**config.mk**
```make
export PLATFORM = sky130hd
export DESIGN_NAME = vec_irq_ctrl
export DESIGN_NICKNAME = d
export VERILOG_FILES = /design/src/rtl/vic_pkg.sv /design/src/rtl/vic_sync.sv /design/src/rtl/vic_regs.sv /design/src/rtl/vic_arbiter.sv /design/src/rtl/vec_irq_ctrl.sv
export SDC_FILE = /design/constraint.sdc
export NUM_CORES = 1
export LEC_CHECK = 0
export ABC_AREA = 1
export BUFFER_PORTS_ARGS = -buffer_cell sky130_fd_sc_hd__buf_2
export CORE_ASPECT_RATIO = 0.5
export CORE_MARGIN = 1
export CORE_UTILIZATION = 60
export DETAILED_ROUTE_END_ITERATION = 12
export PLACE_DENSITY = 0.91
export SYNTH_ARGS = -nofsm -noshare
export SYNTH_HDL_FRONTEND = slang
export SYNTH_SLANG_ARGS = --single-unit
```
**constraint.sdc**
```tcl
create_clock -name clk -period 11.25 [get_ports clk]
set_input_delay 0.5625 -clock clk [delete_from_list [all_inputs] [get_ports clk]]
set_output_delay 0.5625 -clock clk [all_outputs]
set_load 0.05 [all_outputs]
```
**src/rtl/vic_pkg.sv**
```systemverilog
// Package: shared register offsets for the vectored interrupt controller.
// Assumes byte addressing on a narrow write port; offsets are fixed decode values.
package vic_pkg;
    localparam int unsigned OFS_PEND_SET  = 0;
    localparam int unsigned OFS_PEND_CLR  = 1;
    localparam int unsigned OFS_MASK      = 2;
    localparam int unsigned OFS_PRIO_BASE = 8;
endpackage

```
**src/rtl/vic_sync.sv**
```systemverilog
// Module: two-flop synchronizer, one chain per request line.
// Assumes requests are level signals held long enough to be seen by two edges.
module vic_sync #(
    parameter int unsigned WIDTH = 8
) (
    input  logic             clk,
    input  logic             rst_n,
    input  logic [WIDTH-1:0] async_i,
    output logic [WIDTH-1:0] sync_o
);
    for (genvar g = 0; g < WIDTH; g++) begin : g_chain
        logic stage1_q;
        logic stage2_q;
        // Purpose: move one request bit through two flops into the clock domain.
        always_ff @(posedge clk) begin
            if (!rst_n) begin
                stage1_q <= 1'b0;
                stage2_q <= 1'b0;
            end else begin
                stage1_q <= async_i[g];
                stage2_q <= stage1_q;
            end
        end
        assign sync_o[g] = stage2_q;
    end
endmodule

```
**src/rtl/vic_regs.sv**
```systemverilog
// Module: pending, mask and priority storage with the software write decode.
// Assumes clear sources (software clear, acknowledge) win over set sources in one cycle.
module vic_regs
    import vic_pkg::*;
#(
    parameter int unsigned NUM_LINES = 8,
    parameter int unsigned PRIO_W    = 8,
    parameter int unsigned ADDR_W    = 4,
    parameter int unsigned DATA_W    = 8
) (
    input  logic                              clk,
    input  logic                              rst_n,
    input  logic                              wr_i,
    input  logic [ADDR_W-1:0]                 addr_i,
    input  logic [DATA_W-1:0]                 wdata_i,
    input  logic [NUM_LINES-1:0]              hw_set_i,
    input  logic [NUM_LINES-1:0]              ack_clr_i,
    output logic [NUM_LINES-1:0]              pend_o,
    output logic [NUM_LINES-1:0]              mask_o,
    output logic [NUM_LINES-1:0][PRIO_W-1:0]  prio_o
);
    logic [NUM_LINES-1:0] sw_set;
    logic [NUM_LINES-1:0] sw_clr;
    logic [NUM_LINES-1:0] pend_q;
    logic [NUM_LINES-1:0] mask_q;

    // Purpose: decode software set and clear strobes into per-line vectors.
    always_comb begin
        sw_set = '0;
        sw_clr = '0;
        if (wr_i && addr_i == ADDR_W'(OFS_PEND_SET)) sw_set = wdata_i[NUM_LINES-1:0];
        if (wr_i && addr_i == ADDR_W'(OFS_PEND_CLR)) sw_clr = wdata_i[NUM_LINES-1:0];
    end

    // Purpose: update pending flags; clears take precedence over sets.
    always_ff @(posedge clk) begin
        if (!rst_n) pend_q <= '0;
        else        pend_q <= (pend_q | hw_set_i | sw_set) & ~sw_clr & ~ack_clr_i;
    end

    // Purpose: hold the per-line mask flags.
    always_ff @(posedge clk) begin
        if (!rst_n) mask_q <= '0;
        else if (wr_i && addr_i == ADDR_W'(OFS_MASK)) mask_q <= wdata_i[NUM_LINES-1:0];
    end

    for (genvar g = 0; g < NUM_LINES; g++) begin : g_prio
        logic [PRIO_W-1:0] prio_q;
        // Purpose: hold one line's priority, reset to the least urgent value.
        always_ff @(posedge clk) begin
            if (!rst_n) prio_q <= '1;
            else if (wr_i && addr_i == ADDR_W'(OFS_PRIO_BASE + g)) prio_q <= wdata_i[PRIO_W-1:0];
        end
        assign prio_o[g] = prio_q;
    end

    assign pend_o = pend_q;
    assign mask_o = mask_q;

    // a software clear leaves every named line non-pending after the edge.
    a_r4_sw_clear: assert property (@(posedge clk) disable iff (!rst_n)
        (wr_i && addr_i == ADDR_W'(OFS_PEND_CLR))
        |=> ((pend_q & $past(wdata_i[NUM_LINES-1:0])) == '0));
    // at most one line is cleared by an acknowledge.
    a_r7_single_clear: assert property (@(posedge clk) disable iff (!rst_n)
        $onehot0(ack_clr_i));
endmodule

```
**src/rtl/vic_arbiter.sv**
```systemverilog
// Module: picks the most urgent eligible line by priority value.
// Assumes lower values are more urgent and ties go to the lower line index.
module vic_arbiter #(
    parameter int unsigned NUM_LINES = 8,
    parameter int unsigned PRIO_W    = 8,
    localparam int unsigned IDX_W    = (NUM_LINES > 1) ? $clog2(NUM_LINES) : 1
) (
    input  logic [NUM_LINES-1:0]              elig_i,
    input  logic [NUM_LINES-1:0][PRIO_W-1:0]  prio_i,
    output logic                              win_valid_o,
    output logic [IDX_W-1:0]                  win_idx_o
);
    logic [PRIO_W-1:0] best_prio;

    // Purpose: scan lines in ascending order, keeping a strictly better candidate only.
    always_comb begin
        win_valid_o = 1'b0;
        win_idx_o   = '0;
        best_prio   = '1;
        for (int i = 0; i < NUM_LINES; i++) begin
            if (elig_i[i] && (!win_valid_o || prio_i[i] < best_prio)) begin
                win_valid_o = 1'b1;
                win_idx_o   = IDX_W'(i);
                best_prio   = prio_i[i];
            end
        end
    end
endmodule

```
**src/rtl/vec_irq_ctrl.sv**
```systemverilog
// Module: top of the vectored priority interrupt controller.
// Assumes the core samples vec_o in the cycle it raises ack_i; vectors are line plus VEC_BASE.
module vec_irq_ctrl #(
    parameter int unsigned NUM_LINES = 8,
    parameter int unsigned PRIO_W    = 8,
    parameter int unsigned ADDR_W    = 4,
    parameter int unsigned DATA_W    = 8,
    parameter int unsigned VEC_W     = 8,
    parameter int unsigned VEC_BASE  = 8
) (
    input  logic                 clk,
    input  logic                 rst_n,
    input  logic [NUM_LINES-1:0] irq_req_i,
    input  logic                 reg_wr_i,
    input  logic [ADDR_W-1:0]    reg_addr_i,
    input  logic [DATA_W-1:0]    reg_wdata_i,
    output logic [NUM_LINES-1:0] reg_rdata_o,
    input  logic                 core_dis_i,
    output logic                 irq_o,
    input  logic                 ack_i,
    output logic [VEC_W-1:0]     vec_o
);
    localparam int unsigned IDX_W = (NUM_LINES > 1) ? $clog2(NUM_LINES) : 1;

    logic [NUM_LINES-1:0]             hw_set;
    logic [NUM_LINES-1:0]             pend_q;
    logic [NUM_LINES-1:0]             mask_q;
    logic [NUM_LINES-1:0][PRIO_W-1:0] prio_q;
    logic [NUM_LINES-1:0]             eligible;
    logic [NUM_LINES-1:0]             ack_clr;
    logic                             win_valid;
    logic [IDX_W-1:0]                 win_idx;
    logic                             ack_fire;

    vic_sync #(.WIDTH(NUM_LINES)) u_sync (
        .clk     (clk),
        .rst_n   (rst_n),
        .async_i (irq_req_i),
        .sync_o  (hw_set)
    );

    vic_regs #(
        .NUM_LINES (NUM_LINES),
        .PRIO_W    (PRIO_W),
        .ADDR_W    (ADDR_W),
        .DATA_W    (DATA_W)
    ) u_regs (
        .clk       (clk),
        .rst_n     (rst_n),
        .wr_i      (reg_wr_i),
        .addr_i    (reg_addr_i),
        .wdata_i   (reg_wdata_i),
        .hw_set_i  (hw_set),
        .ack_clr_i (ack_clr),
        .pend_o    (pend_q),
        .mask_o    (mask_q),
        .prio_o    (prio_q)
    );

    assign eligible = pend_q & ~mask_q;

    vic_arbiter #(
        .NUM_LINES (NUM_LINES),
        .PRIO_W    (PRIO_W)
    ) u_arb (
        .elig_i      (eligible),
        .prio_i      (prio_q),
        .win_valid_o (win_valid),
        .win_idx_o   (win_idx)
    );

    // Purpose: drive the core request, the vector and the acknowledge clear.
    always_comb begin
        irq_o    = win_valid && !core_dis_i;
        ack_fire = ack_i && irq_o;
        ack_clr  = '0;
        if (ack_fire) ack_clr[win_idx] = 1'b1;
        vec_o    = irq_o ? (VEC_W'(VEC_BASE) + VEC_W'(win_idx)) : '0;
    end

    assign reg_rdata_o = pend_q;

    // a raised output always names a pending, unmasked line.
    a_r3_winner_unmasked: assert property (@(posedge clk) disable iff (!rst_n)
        irq_o |-> (pend_q[win_idx] && !mask_q[win_idx]));
    // the vector stays inside the window of line numbers plus the base.
    a_r2_vec_window: assert property (@(posedge clk) disable iff (!rst_n)
        irq_o |-> (vec_o >= VEC_W'(VEC_BASE) && vec_o < VEC_W'(VEC_BASE + NUM_LINES)));
    // while the core disables interrupts and no write occurs, no pending flag is lost.
    a_r6_pend_kept: assert property (@(posedge clk) disable iff (!rst_n)
        (core_dis_i && !reg_wr_i) |=> ((pend_q & $past(pend_q)) == $past(pend_q)));
    // the acknowledged line is not pending after the edge.
    a_r7_ack_clears: assert property (@(posedge clk) disable iff (!rst_n)
        ack_fire |=> !pend_q[$past(win_idx)]);
    // with other eligible lines left, the output is up again in the next cycle.
    a_r8_chain: assert property (@(posedge clk) disable iff (!rst_n)
        (ack_fire && $countones(eligible) > 1 && !reg_wr_i) |=> (irq_o || core_dis_i));
endmodule

```
==> results.md <==
* CTS Buf Count at 9
* Routed via count at 5,217
* Total Power at 0.797 mW
* Initial Util at 62.1%
* Largest net degree at the start of global routing at 85
* Post-Syn Area at 5430 µm²
* Gr ovfl total at 0
* Yosys top cell area share at 35.4%
* Syn Inst Count at 785
* TritonCTS clock tree: built
* Max-cap violations at 0
* Yosys warns at 0
* Slew @ Worst Pin at 841 ps
* Post-route setup slack at 929 ps
* Clk sinks at 96
* NetSw at 0.252 mW
* Pwr Density at 133 nW/µm²
* Clk buf depth at 2
* Row count at 24
* Dpl cell area at 5640 µm²
* Via density at 5.60
* Slew headroom at 43.7%
* Clock latency on the worst-skew pair at 360 ps
* Area growth, synth to finish at 10.0%
* Fin cells at 931
* Worst Setup EP: vec_o[1]
* Average size of a mapped cell at 6.92 µm²
* # IOs at 42
* Critical path startpoint: u_regs.mask_o[0]
* Flop2flop setup slack at 1700 ps
* ANT cells at 0
* Fin crit period at 10,320 ps
* CP arrival at 9760 ps
* Cells on worst reg2reg path at 68
* Layout Skew at 9.59 ps
* Number of antenna-violating nets in the routed design at 0
* Wirelength per Cell at 14.8 µm
* Die Ht at 69.3 µm
* Vias in the first global route at 4,734
* H-tree depth at 3
* Combinational fraction of design power at 16.3%
* Peak VDD IR at 0.0000791 V
* Fin Hold WS at 382 ps
* Share of post-route cells with drive strength above 1 at 9.83%
* Starting DRT DRC Count at 426
* Net Sw Frac at 31.6%
* Cell taking the most area after synthesis: dfxtp_1
* Clock slew at the register clock pins of the worst setup and hold paths at 80 ps
* Nets at 873
* Worst r2r src: u_regs.mask_o[0]
* Core footprint at 8740 µm²
* Cell mode on critical path: nand2_1
* Post-CTS Hold Buffers at 0
* Pins Over Slew Limit at 0
* Synth area leaders: dfxtp_1 (35%), nand2_1 (15%), ha_1 (9.0%), o211ai_1 (7.2%), inv_1 (6.0%)
* RSZ-0062 raised after global routing: no
* Remaining DRCs at 0
* Design Area, Final at 5970 µm²
* Clock Power Share at 39.0%
* Fin crit share at 91.7%
* Static Leak at 3.24 nW
* Placed insts at 915
* Synth Register Bits at 96
* Seq pwr share at 44.7%
* CTS Root Cell: clkbuf_16
* Critical path endpoint category: primary output
* DPL Wire Length at 9850 µm
* Register area share after synthesis at 35.4%
* Reg2reg end: u_regs.pend_o[1]
* Slowest stage cell, crit path: o21ai_0
* Status: completed
* Initial antenna violation count at 0
* Port Buffers at 37
* P_int at 0.545 mW
* Tot GR Track Use at 31.0%
* Crit-path max FO at 18
* Peak Freq at 96.9 MHz
* CP peak stage delay at 360 ps
* First-pass GRT wire length at 22,900 µm
* Detailed-router iteration count before antenna repair at 5
* Post-synth cell types at 27
* Final Hold Viols at 0
* CP startpoint kind: flip-flop
* Pre-CTS setup slack at 849 ps
* Final Util at 68.4%
* Die span in x at 137 µm
* HP Class: in -> reg
* Setup CP Type: reg -> out
* Setup TNS at 0 ps
* Worst Path Required at 10,690 ps
* Final setup violation count at 0
* Placer congestion estimate at 0.907
* Die ar. at 9460 µm²
* Final wirelength at 13,700 µm
kinds of logic after synthesis:
kind of cell | count (synthesis) | share of synthesized area [%]
other | 1 | 0.0691
AOI/OAI and AO/OA | 161 | 18.5
and+or+nand+nor | 363 | 27.9
buffers and inverters | 125 | 9.22
DFF | 96 | 35.4
adders and majority gates | 39 | 8.99
how the worst min path moves through the flow:
stage	from	endpoint	slack, ps	depth (start not counted)
after floorplan	u_sync.g_chain[5].stage1_q	u_sync.g_chain[5].stage2_q	390	2
after global placement	u_sync.g_chain[0].stage1_q	u_sync.g_chain[0].stage2_q	390	2
after detailed placement	u_sync.g_chain[3].stage1_q	u_sync.g_chain[3].stage2_q	400	2
after CTS	irq_req_i[0]	u_sync.g_chain[0].stage1_q	380	3
after global routing	irq_req_i[4]	u_sync.g_chain[4].stage1_q	380	3
final	irq_req_i[0]	u_sync.g_chain[0].stage1_q	380	3
registers in the layout, summed over array words and instances (netlist names):
register / count
u_sync.g_chain.stage1_q: 8
u_regs.pend_o: 8
u_regs.g_prio.prio_q: 64
u_sync.g_chain.stage2_q: 8
u_regs.mask_o: 8
critical path, delay by kind of cell, from the launching register on:
kind                     cells  cell delay (ps)
AND/OR/NAND/NOR             35             3350
flip-flops                   1              330
AO/OA/AOI/OAI               20             3190
buffers and inverters        4              450
adder cells (fa/ha/maj)      7             2060
final cells by class:
cell class,instances,area [µm²]
clock buffer,9,225
clock inverter,7,76.3
fill,674,2770
inverter,97,364
multi-input combinational,567,3040
sequential,96,1920
tap,117,146
timing repair buffer,38,200
synthesized netlist by cell type:
| cell | count |
|---|---|
| nor3_1 | 1 |
| ha_1 | 39 |
| nand2_1 | 221 |
| buf_1 | 1 |
| o21bai_1 | 5 |
| nand2_2 | 11 |
| a31oi_1 | 2 |
| or2_1 | 1 |
| o311ai_0 | 6 |
| dfxtp_1 | 96 |
| inv_2 | 1 |
| clkbuf_1 | 16 |
| nand3_2 | 1 |
| nor2_1 | 79 |
| nand4_1 | 1 |
| a211o_1 | 1 |
| nand2_4 | 8 |
| inv_1 | 87 |
| a211oi_1 | 10 |
| conb_1 | 1 |
| nand3_1 | 40 |
| buf_4 | 7 |
| buf_2 | 4 |
| o21ai_0 | 55 |
| a21oi_1 | 30 |
| o211ai_1 | 52 |
| clkinv_1 | 9 |
routing by layer:
layer	wire length (µm)	track usage, %	vias up
li1	-	-	2621
met4	351	10.4	0
met5	0	0	-
met3	1050	7.16	36
met1	6280	42.6	2370
met2	6060	47.9	190
placed cells by master (no fill, tap or decap), types with 3 or more instances in the layout:
| cell type | instances |
|---|---|
| a21oi_1 | 30 |
| dfxtp_1 | 95 |
| o21ai_0 | 41 |
| o211ai_1 | 52 |
| inv_8 | 3 |
| nand3_1 | 40 |
| conb_1 | 4 |
| inv_6 | 3 |
| o21ai_2 | 4 |
| o311ai_0 | 6 |
| a211oi_1 | 10 |
| buf_2 | 34 |
| clkinv_1 | 9 |
| nand2_4 | 9 |
| inv_1 | 87 |
| nand2_1 | 221 |
| o21ai_1 | 10 |
| o21bai_1 | 5 |
| nor2_1 | 79 |
| clkbuf_16 | 9 |
| ha_1 | 39 |
| nand2_2 | 10 |
what timing repair did:
item                                   in CTS  in global routing
gates resized for setup                     0                 24
endpoints found under the hold margin       0                  0
setup buffers                               0                  0
setup endpoints to repair                   0                  4
power by group through the flow:
stage | combinational, mW | clock, mW | sequential, mW
5_1_grt | 0.143 | 0.327 | 0.358
3_3_place_gp | 0.122 | 0 | 0.364
6_report | 0.130 | 0.311 | 0.357
2_1_floorplan | 0.0929 | 0 | 0.368
4_1_cts | 0.126 | 0.313 | 0.356
3_5_place_dp | 0.125 | 0 | 0.364
Power figures use the tool's default switching activity.
